File: config.mk
export PLATFORM = sky130hd
export DESIGN_NAME = sd_data_seq
export DESIGN_NICKNAME = d
export VERILOG_FILES = /design/src/rtl/sdseq_pkg.sv /design/src/rtl/sdseq_byte_cnt.sv /design/src/rtl/sdseq_tmo_cnt.sv /design/src/rtl/sdseq_fsm.sv /design/src/rtl/sd_data_seq.sv
export SDC_FILE = /design/constraint.sdc
export NUM_CORES = 1
export LEC_CHECK = 0
export ABC_AREA = 1
export BUFFER_PORTS_ARGS = -buffer_cell sky130_fd_sc_hd__buf_4
export CAP_MARGIN = 40
export CORE_MARGIN = 5
export CORE_UTILIZATION = 50
export DETAILED_ROUTE_END_ITERATION = 12
export PLACE_DENSITY = 0.76
export SLEW_MARGIN = 20
export SYNTH_ARGS = -nofsm -noshare
export SYNTH_HDL_FRONTEND = slang
export SYNTH_SLANG_ARGS = --single-unit
File: constraint.sdc
create_clock -name clk -period 2.2 [get_ports clk]
set_input_delay 0.55 -clock clk [delete_from_list [all_inputs] [get_ports clk]]
set_output_delay 0.55 -clock clk [all_outputs]
set_load 0.02 [all_outputs]
File: src/rtl/sdseq_pkg.sv
package sdseq_pkg;

    typedef enum logic [2:0] {
        ST_IDLE   = 3'd0,
        ST_WSEND  = 3'd1,
        ST_SEND   = 3'd2,
        ST_BUSY   = 3'd3,
        ST_WACK   = 3'd4,
        ST_WRECV  = 3'd5,
        ST_RECV   = 3'd6
    } seq_state_e;

    typedef struct packed {
        logic data_end;
        logic data_tmo;
        logic ack_tmo;
    } seq_events_t;

    function automatic logic data_timed(input seq_state_e s);
        return (s == ST_WRECV) || (s == ST_BUSY);
    endfunction

    function automatic logic byte_phase(input seq_state_e s);
        return (s == ST_WRECV) || (s == ST_RECV) || (s == ST_WSEND) || (s == ST_SEND);
    endfunction

endpackage

File: src/rtl/sdseq_byte_cnt.sv
module sdseq_byte_cnt #(
    parameter int LEN_W = 16
) (
    input  logic             clk,
    input  logic             rst,
    input  logic             load,
    input  logic [LEN_W-1:0] load_val,
    input  logic             dec,
    output logic [LEN_W-1:0] count,
    output logic             zero
);
    always_ff @(posedge clk) begin
        if (rst) begin
            count <= '0;
        end else if (load) begin
            count <= load_val;
        end else if (dec && count != '0) begin
            count <= count - LEN_W'(1);
        end
    end

    assign zero = (count == '0);
endmodule

File: src/rtl/sdseq_tmo_cnt.sv
module sdseq_tmo_cnt #(
    parameter int TMO_W = 16
) (
    input  logic             clk,
    input  logic             rst,
    input  logic             load,
    input  logic [TMO_W-1:0] load_val,
    input  logic             run,
    output logic             expire
);
    logic [TMO_W-1:0] cnt;

    always_ff @(posedge clk) begin
        if (rst) begin
            cnt <= '0;
        end else if (load) begin
            cnt <= load_val;
        end else if (run && cnt != '0) begin
            cnt <= cnt - TMO_W'(1);
        end
    end

    // a strobe that finds one period left (or none) ends the window
    assign expire = run && (cnt <= TMO_W'(1));
endmodule

File: src/rtl/sdseq_fsm.sv
module sdseq_fsm
    import sdseq_pkg::*;
(
    input  logic        clk,
    input  logic        rst,
    input  logic        card_ce,
    input  logic        start,
    input  logic        dir_send,
    input  logic        byte_stb,
    input  logic        busy_in,
    input  logic        ack_en,
    input  logic        ack_rcvd,
    input  logic        err_in,
    input  logic        cnt_zero,
    input  logic        dtmo_exp,
    input  logic        atmo_exp,
    output logic        cnt_load,
    output logic        cnt_dec,
    output logic        dtmo_load,
    output logic        dtmo_run,
    output logic        atmo_load,
    output logic        atmo_run,
    output seq_state_e  state,
    output seq_events_t events
);
    seq_state_e  nxt;
    seq_events_t ev_nxt;
    logic        err_q;
    logic        clean;

    assign clean     = !(err_q || err_in);
    assign dtmo_run  = card_ce && data_timed(state);
    assign atmo_run  = card_ce && (state == ST_WACK);
    assign cnt_load  = (state == ST_IDLE) && start;
    assign cnt_dec   = byte_stb && !cnt_zero && byte_phase(state);
    assign dtmo_load = data_timed(nxt) && (nxt != state);
    assign atmo_load = (nxt == ST_WACK) && (state != ST_WACK);

    always_comb begin
        nxt    = state;
        ev_nxt = '0;
        unique case (state)
            ST_IDLE: begin
                if (start) nxt = dir_send ? ST_WSEND : ST_WRECV;
            end
            ST_WRECV: begin
                if (cnt_zero) begin
                    nxt = ST_IDLE;
                    ev_nxt.data_end = clean;
                end else if (byte_stb) begin
                    nxt = ST_RECV;
                end else if (dtmo_exp) begin
                    nxt = ST_IDLE;
                    ev_nxt.data_tmo = 1'b1;
                end
            end
            ST_RECV: begin
                if (cnt_zero) begin
                    nxt = ST_IDLE;
                    ev_nxt.data_end = clean;
                end
            end
            ST_WSEND: begin
                if (cnt_zero) begin
                    nxt = ST_IDLE;
                    ev_nxt.data_end = clean;
                end else if (byte_stb) begin
                    nxt = ST_SEND;
                end
            end
            ST_SEND: begin
                if (cnt_zero) begin
                    if (busy_in) begin
                        nxt = ST_BUSY;
                    end else if (ack_en) begin
                        nxt = ST_WACK;
                    end else begin
                        nxt = ST_IDLE;
                        ev_nxt.data_end = clean;
                    end
                end
            end
            ST_BUSY: begin
                if (!busy_in) begin
                    if (ack_en) begin
                        nxt = ST_WACK;
                    end else begin
                        nxt = ST_IDLE;
                        ev_nxt.data_end = clean;
                    end
                end else if (dtmo_exp) begin
                    nxt = ST_IDLE;
                    ev_nxt.data_tmo = 1'b1;
                end
            end
            ST_WACK: begin
                if (ack_rcvd) begin
                    nxt = ST_IDLE;
                    ev_nxt.data_end = clean;
                end else if (atmo_exp) begin
                    nxt = ST_IDLE;
                    ev_nxt.ack_tmo = 1'b1;
                end
            end
            default: nxt = ST_IDLE;
        endcase
    end

    always_ff @(posedge clk) begin
        if (rst) begin
            state  <= ST_IDLE;
            events <= '0;
            err_q  <= 1'b0;
        end else begin
            state  <= nxt;
            events <= ev_nxt;
            if (state == ST_IDLE) err_q <= 1'b0;
            else if (err_in)      err_q <= 1'b1;
        end
    end
endmodule

File: src/rtl/sd_data_seq.sv
module sd_data_seq
    import sdseq_pkg::*;
#(
    parameter int LEN_W = 16,
    parameter int TMO_W = 16
) (
    input  logic             clk,
    input  logic             rst,
    input  logic             card_ce,
    input  logic             start,
    input  logic             dir_send,
    input  logic [LEN_W-1:0] len_in,
    input  logic [TMO_W-1:0] data_tmo_in,
    input  logic [TMO_W-1:0] ack_tmo_in,
    input  logic             byte_stb,
    input  logic             busy_in,
    input  logic             ack_en,
    input  logic             ack_rcvd,
    input  logic             err_in,
    output logic [2:0]       state_o,
    output logic [LEN_W-1:0] remaining_o,
    output logic             data_end_o,
    output logic             data_tmo_o,
    output logic             ack_tmo_o
);
    seq_state_e  state;
    seq_events_t events;
    logic cnt_load, cnt_dec, cnt_zero;
    logic dtmo_load, dtmo_run, dtmo_exp;
    logic atmo_load, atmo_run, atmo_exp;

    sdseq_fsm u_fsm (
        .clk(clk), .rst(rst), .card_ce(card_ce), .start(start),
        .dir_send(dir_send), .byte_stb(byte_stb), .busy_in(busy_in),
        .ack_en(ack_en), .ack_rcvd(ack_rcvd), .err_in(err_in),
        .cnt_zero(cnt_zero), .dtmo_exp(dtmo_exp), .atmo_exp(atmo_exp),
        .cnt_load(cnt_load), .cnt_dec(cnt_dec),
        .dtmo_load(dtmo_load), .dtmo_run(dtmo_run),
        .atmo_load(atmo_load), .atmo_run(atmo_run),
        .state(state), .events(events)
    );

    sdseq_byte_cnt #(.LEN_W(LEN_W)) u_bytes (
        .clk(clk), .rst(rst), .load(cnt_load), .load_val(len_in),
        .dec(cnt_dec), .count(remaining_o), .zero(cnt_zero)
    );

    sdseq_tmo_cnt #(.TMO_W(TMO_W)) u_data_tmr (
        .clk(clk), .rst(rst), .load(dtmo_load), .load_val(data_tmo_in),
        .run(dtmo_run), .expire(dtmo_exp)
    );

    sdseq_tmo_cnt #(.TMO_W(TMO_W)) u_ack_tmr (
        .clk(clk), .rst(rst), .load(atmo_load), .load_val(ack_tmo_in),
        .run(atmo_run), .expire(atmo_exp)
    );

    assign state_o    = state;
    assign data_end_o = events.data_end;
    assign data_tmo_o = events.data_tmo;
    assign ack_tmo_o  = events.ack_tmo;
endmodule

; After elaboration in Yosys (flattened, before gate mapping)
; Index checks and enable logic that the tools add are counted.
[word_totals]
reg_bits = 55
out_inout_bits = 22
[op_classes]
n_addsub = 3
n_lt_le_gt_ge = 2
n_eq_ne = 11
mux = 33
n_bitwise = 1
n_reduce_logical = 31
[op_table]
columns = operator, n
row1 = 16-bit two-way mux, 6
row2 = 16-bit nonzero test, 3
row3 = "16-bit by 1-bit subtractor with 16-bit output, second input constant", 3
row4 = 3-bit two-way mux, 14
row5 = "16-bit by 1-bit <= comparator with 1-bit output, second input constant", 2
row6 = 3-bit case mux with 7 select lines, 1
row7 = 16-bit logical NOT, 1
row8 = "3-bit equality test, second input constant", 5
row9 = 1-bit logical AND, 12
row10 = 1-bit two-way mux, 10
row11 = "3-bit by 2-bit equality test with 1-bit output, second input constant", 3
row12 = 1-bit logical OR, 6
row13 = 2-bit nonzero test, 3
row14 = 3-bit OR reduction, 2
row15 = 1-bit case mux with 4 select lines, 1
row16 = "3-bit by 1-bit equality test with 1-bit output, second input constant", 1
row17 = 3-bit logical NOT, 1
row18 = 3-bit inequality test, 1
row19 = "3-bit inequality test, second input constant", 1
row20 = 1-bit logical NOT, 2
row21 = 1-bit case mux with 2 select lines, 1
row22 = 2-bit OR reduction, 1
row23 = 1-bit inverter, 1

; Logic depth before layout (Yosys ltp)
; Gate-level depths: netlist of run 1.
[logic_depth]
word_depth = 12
mapped_depth = 20

; Hierarchy
; A second synthesis of run 1 with hierarchy kept.
[unflattened]
hier_cells = 755
hier_area_um2 = 4356.7
[modules_own_cells]
columns = mod, instances, cells_per_inst, area_per_inst_um2
row1 = sdseq_tmo_cnt (u_ack_tmr), 1, 206, 1214.9
row2 = sdseq_tmo_cnt (u_data_tmr), 1, 206, 1204.9
row3 = sdseq_byte_cnt, 1, 212, 1194.9
row4 = sdseq_fsm, 1, 131, 742.0

; Worst setup path before layout of run 1
; OpenSTA, ideal clock, no wires.
[synth_timing]
kind = register -> register
from = register u_fsm.state[1]
to = register u_data_tmr.cnt[15]
setup_time_ps = 129
t_arrival_ps = 2347
setup_slack_ps = -276
path_stages_with_launch = 18
n_path_buf = 2
cell_sequence = dfxtp_1 -> clkbuf_1 -> inv_1 -> ha_1 -> nand2_2 -> nor2_4 -> inv_2 -> or2_0 -> nand3_1 -> nor2_2 -> nand3_1 -> nand2_2 -> nand3_4 -> buf_6 -> nand2_1 -> nand2_1 -> nor2_1 -> nor2_1
[synth_between]
elab_chain_cells = 12
[synth_rtl]
columns = element, line_no
row1 = start: declaration, sdseq_fsm.sv:23  ; output seq_state_e state,
row2 = start signal: assignment, sdseq_fsm.sv:115  ; state <= nxt;
row3 = 3-bit equality test or 3-bit by 2-bit equality test with 1-bit output (tied branches), "sdseq_pkg.sv:20, sdseq_fsm.sv:42"
row4 = 1-bit logical OR, sdseq_pkg.sv:20  ; return (s == ST_WRECV) || (s == ST_BUSY);
row5 = 1-bit logical AND, sdseq_fsm.sv:32  ; assign dtmo_run = card_ce && data_timed(state);
row6 = 1-bit logical AND, sdseq_tmo_cnt.sv:24  ; assign expire = run && (cnt <= TMO_W'(1));
row7 = 3-bit two-way mux, "sdseq_fsm.sv:52, sdseq_fsm.sv:91"
row8 = 3-bit two-way mux, sdseq_fsm.sv:50  ; end else if (byte_stb) begin
row9 = 3-bit two-way mux, sdseq_fsm.sv:47  ; if (cnt_zero) begin
row10 = 3-bit case mux with 7 select lines, sdseq_fsm.sv:42  ; unique case (state)
row11 = 3-bit equality test or 3-bit by 2-bit equality test with 1-bit output (tied branches), sdseq_pkg.sv:20
row12 = 1-bit logical OR, sdseq_pkg.sv:20
row13 = 1-bit logical AND, sdseq_fsm.sv:36  ; assign dtmo_load = data_timed(nxt) && (nxt != state);
row14 = 16-bit two-way mux or 2-bit nonzero test (tied branches), --
row15 = end signal: assignment, sdseq_tmo_cnt.sv:17  ; cnt <= load_val;
row16 = end signal: assignment, sdseq_tmo_cnt.sv:19  ; cnt <= cnt - TMO_W'(1);
row17 = end: declaration, sdseq_tmo_cnt.sv:11  ; logic [TMO_W-1:0] cnt;
; Several ways; a longest one is shown, not always the timed one.
; A chain may end at the register's enable or synchronous reset.

; Worst setup path in the final report of run 1
; Same ends and word-level chain as after synthesis.

==> results.md, run 1 <==
* Worst-path clk slew at 0.10 ns
* IR drop worst, VDD at 0.901 mV
* Storage element area at 1110 µm²
* Endpoints failing setup at 16
* Number of failing hold endpoints at the final stage at 0
* Average cell area after synthesis at 6.37 µm²
* Achievable frequency at 440 MHz
* Min cycle time layout at 2.27 ns
* Outcome: finished, violations left
* Warnings, synthesis at 0
* Input/output buffers at 79
* Commonest non-fill, non-tap cell in the layout: sky130_fd_sc_hd__nand2_1
* Cell Chain, Critical Path: inv_6 -> ha_4 -> nand2_4 -> inv_4 -> nand2_4 -> nor2_4 -> nand3_2 -> nand2_2 -> nand3_2 -> nor2_4 -> nand3_2 -> nand2_2 -> nand3_4 -> buf_12 -> nand2_4 -> nor2_1 -> nor2_1 -> nor2_1
* Area growth from synthesis to layout at 35.9%
* Fraction of registers with async set/reset at 0
* Net count after synthesis at 702
* Share of the yosys chip area belonging to registers at 0.273
* # fillers at 639
* Arrival time at the worst endpoint at 2.47 ns
* Kind of start point of the critical path: flop
* Startpoint of the worst register-to-register path: u_fsm.state[1]
* Slowest stage cell on the critical path: sky130_fd_sc_hd__dfxtp_4
* Count of pins over their slew limit at 0
* Number of optimization iterations in the first detailed-route pass at 6
* Hold Startpoint: ack_rcvd
* Maximum Capacitance Violations at 0
* Synth cell types at 44
* Headroom to the max-slew limit at 0.698
* Detailed-route via count at 4702
* Accumulated negative setup slack at -0.538 ns
* Number of nets in the layout at 815
* Fin worst setup slack at -0.0728 ns
* Tightest Hold Check Type: input port to flop
* Vias/cell at 5.54
* Combined area of the multi-input logic cells at 2780 µm²
* Num rows at 32
* Vias in the first global route at 4340
* Number of enable flip-flop cells after synthesis at 0
* Final critical-path share of the clock period at 1.03
* Count of state elements after synthesis at 55
* Overall die height at 99.8 µm
* Largest net degree at the start of global routing at 31
* Starting utilization of the core area at 0.516
* Estimated wirelength of the detail-placed design at 8280 µm
* Count of pins on the block boundary at 80
* First-pass GRT wire length at 19100 µm
* Failing checks: setup timing
* Max Fanout on Critical Path at 7
* Maximum level of the CTS H-tree at 2
* Top_reg_cell synth: sky130_fd_sc_hd__dfxtp_1
* Crit path required time at 2.40 ns
* Setup slack at placement at -0.0516 ns
* Hold Path Cell Cnt at 2
* Synthesized instance count at 633
* Biggest cell delay along the critical path at 0.39 ns
* Share of final-layout standard cells stronger than drive strength 1 at 0.313
* Leak at 2.60 nW
* Clock tree from TritonCTS: done
* Initial antenna violation count at 0
* Total Die Area at 9960 µm²
* Die outline width at 99.8 µm
* Core box area at 7810 µm²
* TritonCTS buffer count at 5
* RSZ-0062 raised after global routing: true
* Count of unresolved DRC violations after routing at 0
* Average routed wire per standard cell at 14.6 µm
* Setup Crit Path Kind: flop to flop
* Reg2reg path depth at 18
* Pwr per Cell Area at 1540 nW/µm²
* Clk_lat worst skew at 0.31 ns
* Global-route total usage across every layer at 0.225
* Initial detailed-routing violation count at 350
* Number of clock sinks at 55
* Most used cells in the layout excluding fill and tap cells: 118 x sky130_fd_sc_hd__nand2_1, 116 x sky130_fd_sc_hd__buf_4, 67 x sky130_fd_sc_hd__inv_1
* Maximum buffer depth of the clock tree at 2
* Post-synthesis instance area at 4030 µm²
* Hold buffer count at cts at 0
* R2r endpoint: u_data_tmr.cnt[15]
* Worst Setup End Kind: flop
* Final antenna-violating net count at 0
* Ant. Diodes at 0
* Destination of the worst hold path: u_fsm.events[0]
* Root buffer selected by CTS: sky130_fd_sc_hd__clkbuf_8
* Placer congestion estimate at 1.05
* Setup clock skew after layout at 0.00780 ns
* Register-to-Register Setup Slack at -0.07 ns
* Total wire length after detailed routing at 12400 µm
* Transition at the pin with the smallest max-transition slack at 0.452 ns
* GR Overflow Total at 0
## power by group
group	switching [mW]	internal (mW)	leakage (nW)
Clock	0.344	0.256	0.0482
Sequential	0.415	1.36	0.453
Combinational	3.56	2.51	2.10
## registers in the layout, indices dropped and copies added, names as in the netlist
| signal | cells |
|---|---|
| u_fsm.err_q | 1 |
| u_ack_tmr.cnt | 16 |
| u_data_tmr.cnt | 16 |
| u_fsm.state | 3 |
| u_fsm.events | 3 |
| u_bytes.count | 16 |
## per-stage QoR
| step | utilization | hold slack [ns] | cell area, µm² | total power, mW | instances |
|---|---|---|---|---|---|
| 2_1_floorplan | - | 0.451 | 4060 | 5.47 | 633 |
| 3_3_place_gp | 0.628 | 0.476 | 4900 | 6.76 | 819 |
| 3_5_place_dp | 0.628 | 0.482 | 4900 | 6.89 | 819 |
| 4_1_cts | 0.651 | 0.420 | 5080 | 7.67 | 832 |
| 5_1_grt | 0.702 | 0.407 | 5480 | 9.16 | 849 |
| 6_report | 0.702 | 0.418 | 5480 | 8.45 | 849 |
## cells by family (layout without fill, tap and decap cells)
logic type,after synthesis,after routing,synth area share
AOI/OAI and AO/OA,105,105,0.150
DFF,55,55,0.273
xor gates and xnor gates,23,23,0.0500
adders and majority gates,11,11,0.0341
buffers and inverters,100,211,0.104
and+or+nand+nor,339,342,0.389
## what timing repair did
| item | 4_1_cts | 5_1_grt |
|---|---|---|
| gates cloned | 1 | 4 |
| setup endpoints to repair | 17 | 32 |
| pin swaps | 7 | 35 |
| buffers inserted | 4 | 15 |
| gates resized for setup | 9 | 66 |
## per-layer routing
| layer | vias to the layer above | global-route usage | share of wire |
|---|---|---|---|
| met2 | 200 | 0.384 | 0.49 |
| met1 | 2168 | 0.292 | 0.42 |
| li1 | 2294 | - | - |
| met5 | - | 0 | 0 |
| met3 | 40 | 0.0396 | 0.071 |
| met4 | 0 | 0.0620 | 0.024 |
## area by class of cell
cell class / count / area share
clock buffers: 7 / 0.0158
well taps: 102 / 0.0233
clock inverters: 1 / 0.000914
inverters: 74 / 0.0530
multi-input cells: 481 / 0.508
repair buffers: 129 / 0.196
flip-flops and latches: 55 / 0.203
## Yosys cell counts, types with 3 or more instances
library cell / count / area share
sky130_fd_sc_hd__nand2_1: 130 / 0.12
sky130_fd_sc_hd__nor2_1: 77 / 0.072
sky130_fd_sc_hd__inv_1: 70 / 0.065
sky130_fd_sc_hd__nand3_1: 60 / 0.074
sky130_fd_sc_hd__dfxtp_1: 55 / 0.27
sky130_fd_sc_hd__a21oi_1: 47 / 0.058
sky130_fd_sc_hd__o21ai_0: 31 / 0.038
sky130_fd_sc_hd__nand4_1: 18 / 0.028
sky130_fd_sc_hd__clkbuf_1: 17 / 0.016
sky130_fd_sc_hd__xor2_1: 14 / 0.030
sky130_fd_sc_hd__nor3_1: 12 / 0.015
sky130_fd_sc_hd__ha_1: 11 / 0.034
sky130_fd_sc_hd__nor2_2: 11 / 0.017
sky130_fd_sc_hd__nand2_2: 10 / 0.016
sky130_fd_sc_hd__xnor2_1: 9 / 0.020
sky130_fd_sc_hd__a31oi_1: 7 / 0.011
sky130_fd_sc_hd__or2_2: 5 / 0.0078
sky130_fd_sc_hd__buf_6: 4 / 0.011
sky130_fd_sc_hd__nor2_4: 4 / 0.011
sky130_fd_sc_hd__nor4_1: 4 / 0.0062
sky130_fd_sc_hd__o211ai_1: 4 / 0.0074
sky130_fd_sc_hd__inv_2: 3 / 0.0028
sky130_fd_sc_hd__nand2_4: 3 / 0.0084
sky130_fd_sc_hd__o21ai_1: 3 / 0.0037
## worst max-delay path by stage
stage | startpoint | to | slack [ns] | cells after the start
after global placement | u_fsm.state[0] | u_ack_tmr.cnt[14] | 0.03 | 16
after global routing | u_fsm.state[1] | u_data_tmr.cnt[15] | -0.20 | 18
final | u_fsm.state[1] | u_data_tmr.cnt[15] | -0.07 | 18
after detailed placement | u_fsm.state[0] | u_data_tmr.cnt[9] | -0.05 | 19
after floorplan | u_fsm.state[1] | u_ack_tmr.cnt[9] | 0.006 | 17
after CTS | u_bytes.count[13] | u_data_tmr.cnt[3] | 0.0004 | 14
## critical path, delay by kind of cell (launching register included)
| family | cells | cell delay [ns] |
|---|---|---|
| fa+ha+maj | 1 | 0.16 |
| simple gates | 14 | 1.26 |
| flops | 1 | 0.39 |
| buf+inv | 3 | 0.33 |
No activity file was read; power rests on OpenSTA's default activity.
==> run 2, diff against run 1 <==
--- a/config.mk
+++ b/config.mk
@@ -7,7 +7,7 @@
 export LEC_CHECK = 0
 export ABC_AREA = 1
 export BUFFER_PORTS_ARGS = -buffer_cell sky130_fd_sc_hd__buf_4
-export CAP_MARGIN = 40
+export CAP_MARGIN = 20
 export CORE_MARGIN = 5
 export CORE_UTILIZATION = 50
 export DETAILED_ROUTE_END_ITERATION = 12
@@ -15,4 +15,5 @@
 export SLEW_MARGIN = 20
 export SYNTH_ARGS = -nofsm -noshare
 export SYNTH_HDL_FRONTEND = slang
+export SYNTH_HIERARCHICAL = 1
 export SYNTH_SLANG_ARGS = --single-unit
==> run 2 against run 1 <==
Effect of this change:
- the run still ends with setup timing left
- sequential power down 21%
- clock skew up 0.0031 ns
- clock-buffer cell count did not move
- global-route usage grew 5.1 points
- critical path depth rose by 4
==> results.md, run 2 <==
* Vias/cell at 5.20
* Fin worst setup slack at -0.681 ns
* Clock network power share at 0.075
* Root buffer selected by CTS: sky130_fd_sc_hd__clkbuf_8
* Total Power at 7.51 mW
* Starting utilization of the core area at 0.507
* Warnings, synthesis at 6
* Count of pins on the block boundary at 80
* Total wire length after detailed routing at 15100 µm
* Post-synthesis instance area at 4360 µm²
* Accumulated negative setup slack at -19.38 ns
* Count of unresolved DRC violations after routing at 0
* Pwr per Cell Area at 1110 nW/µm²
* Final antenna-violating net count at 0
* Setup Crit Path Kind: flop to flop
* Largest area contributor in the synthesized netlist: sky130_fd_sc_hd__dfxtp_1
* Initial antenna violation count at 0
* Total Die Area at 10700 µm²
* First-pass GRT wire length at 24000 µm
* Global-route total usage across every layer at 0.276
* Setup clock skew after layout at 0.0109 ns
* Number of failing hold endpoints at the final stage at 0
* Headroom to the max-slew limit at 0.677
* Average cell area after synthesis at 5.77 µm²
* Fraction of registers with async set/reset at 0
* Top_reg_cell synth: sky130_fd_sc_hd__dfxtp_1
* Number of optimization iterations in the first detailed-route pass at 6
* Worst hold slack at 0.500 ns
* Internal power of the cells at 3.91 mW
* Failing checks: setup timing
* Placer congestion estimate at 0.977
* Final critical-path share of the clock period at 1.31
* Synthesized instance count at 755
* Share of the yosys chip area belonging to registers at 0.253
* Ant. Diodes at 0
* Count of pins over their slew limit at 0
* Share of final-layout standard cells stronger than drive strength 1 at 0.389
* Clock tree from TritonCTS: done
* Storage element area at 1110 µm²
* Count of state elements after synthesis at 55
* Die outline width at 103 µm
* Commonest non-fill, non-tap cell in the layout: sky130_fd_sc_hd__buf_4
* Arrival time at the worst endpoint at 3.12 ns
* Average routed wire per standard cell at 13.8 µm
* Leading registers by flop count: u_ack_tmr/cnt: 16 flops, u_bytes/count: 16 flops, u_data_tmr/cnt: 16 flops
* IR drop worst, VDD at 0.614 mV
* Worst Setup End Kind: flop
* Sequential Power Share at 0.187
* Crit path required time at 2.44 ns
* Transition at the pin with the smallest max-transition slack at 0.482 ns
* Cell with the most instances after synthesis: sky130_fd_sc_hd__nand2_1
* Endpoints failing setup at 33
* Ranking of synthesized cells by instance count: 226 x sky130_fd_sc_hd__nand2_1, 162 x sky130_fd_sc_hd__nor2_1, 68 x sky130_fd_sc_hd__inv_1, 56 x sky130_fd_sc_hd__nand3_1, 55 x sky130_fd_sc_hd__dfxtp_1
* Maximum Capacitance Violations at 0
* Estimated wirelength of the detail-placed design at 11000 µm
* Share of Yosys cell area claimed by the top area cell type at 0.253
* Max Fanout on Critical Path at 7
* TritonCTS buffer count at 5
* Maximum level of the CTS H-tree at 2
* Min cycle time layout at 2.88 ns
* Hold buffer count at cts at 0
* RSZ-0062 raised after global routing: true
* Number of clock sinks at 55
* Vias in the first global route at 5484
* Maximum buffer depth of the clock tree at 2
* Area growth from synthesis to layout at 55.0%
* Net count after synthesis at 822
* Initial detailed-routing violation count at 319
* Clk_lat worst skew at 0.31 ns
* Combined area of the multi-input logic cells at 3270 µm²
* Detailed-route via count at 5688
* Logic pwr share at 0.738
* Tightest Hold Check Type: input port to flop
* Achievable frequency at 347 MHz
* GR Overflow Total at 0
* Biggest area contributors in the synthesized netlist: sky130_fd_sc_hd__dfxtp_1 25%, sky130_fd_sc_hd__nand2_1 19%, sky130_fd_sc_hd__nor2_1 14%, sky130_fd_sc_hd__nand3_1 6.4%, sky130_fd_sc_hd__inv_1 5.9%
* Input/output buffers at 79
* Switching power total at 3.60 mW
* Most used cells in the layout excluding fill and tap cells: 223 x sky130_fd_sc_hd__buf_4, 212 x sky130_fd_sc_hd__nand2_1, 150 x sky130_fd_sc_hd__nor2_1
* Outcome: finished, violations left
* Overall die height at 103 µm
* Core box area at 8590 µm²
* Worst-path clk slew at 0.09 ns
* Num rows at 34
* Synth cell types at 37
* Number of enable flip-flop cells after synthesis at 0
* Switching share of power at 0.479
* Number of nets in the layout at 1052
* Leak at 3.51 nW
* Kind of start point of the critical path: flop
* # fillers at 622
* Largest net degree at the start of global routing at 24
[run 2: through the flow]
step	util	std cells	cell area, µm²	worst slack (ns)
floorplan	-	755	4520	-0.738
global placement	0.715	1061	6140	-0.780
detailed placement	0.715	1061	6140	-0.819
CTS	0.757	1082	6500	-0.538
global route	0.786	1094	6750	-0.863
finish	0.786	1094	6750	-0.681
[run 2: worst paths after layout]
check,endpoint,depth (start not counted),slack (ns),startpoint
max,u_data_tmr/cnt[2],22,-0.68,u_data_tmr/cnt[1]
min,u_fsm/events[2],4,0.50,err_in
max reg2reg,u_data_tmr/cnt[2],22,-0.68,u_data_tmr/cnt[1]
min reg2reg,u_fsm/events[2],3,0.51,u_fsm/err_q
[run 2: per-layer routing]
metal / track usage / part of all wire / vias to the layer above
met3: 0.0423 / 0.068 / 38
met5: 0 / 0 / -
met1: 0.344 / 0.42 / 2605
met2: 0.481 / 0.49 / 212
met4: 0.0966 / 0.026 / 0
li1: - / - / 2833
[run 2: critical path: stages (launching register included)]
cell and delay [ns]:
sky130_fd_sc_hd__dfxtp_2 0.35, sky130_fd_sc_hd__inv_2 0.09, sky130_fd_sc_hd__ha_4 0.16, sky130_fd_sc_hd__nand2_4 0.06, sky130_fd_sc_hd__nor2_4 0.11, sky130_fd_sc_hd__nand3b_1 0.10
sky130_fd_sc_hd__inv_1 0.09, sky130_fd_sc_hd__nand2_2 0.07, sky130_fd_sc_hd__a21oi_4 0.28, sky130_fd_sc_hd__buf_6 0.16, sky130_fd_sc_hd__o21ai_2 0.06, sky130_fd_sc_hd__nand2_2 0.08
sky130_fd_sc_hd__clkinv_2 0.07, sky130_fd_sc_hd__nor2_4 0.11, sky130_fd_sc_hd__nand2_1 0.07, sky130_fd_sc_hd__nand2_1 0.07, sky130_fd_sc_hd__nand3_2 0.09, sky130_fd_sc_hd__nor2_4 0.20
sky130_fd_sc_hd__clkinv_4 0.16, sky130_fd_sc_hd__nand2_8 0.13, sky130_fd_sc_hd__buf_6 0.13, sky130_fd_sc_hd__nand2_2 0.06, sky130_fd_sc_hd__a21oi_2 0.12
[run 2: timing repair]
action | in CTS | in global routing
endpoints found under the setup margin | 34 | 46
pin swaps | 27 | 17
gates resized for setup | 53 | 46
setup buffers | 13 | 10
cloned | 1 | 2
[run 2: power groups by stage]
stage | clock (mW) | combinational (mW) | sequential (mW)
final | 0.565 | 5.54 | 1.41
after global routing | 0.636 | 6.07 | 1.43
after CTS | 0.582 | 5.10 | 1.39
after detailed placement | 0 | 4.80 | 1.40
after global placement | 0 | 4.69 | 1.39
after floorplan | 0 | 2.90 | 1.58
[run 2: logic make-up after synthesis]
logic type,synth area share
simple gates,0.516
buf+inv,0.0873
compound gates,0.0945
flops,0.253
xor+xnor,0.0241
fa+ha+maj,0.0258
[run 2: final cells by class]
type | count | share of cell area
timing repair buffer | 235 | 0.270
tap | 108 | 0.0200
multi-input combinational | 609 | 0.485
clock inverter | 1 | 0.000741
timing repair inverter | 1 | 0.000556
inverter | 78 | 0.0480
clock buffer | 7 | 0.0113
sequential | 55 | 0.165
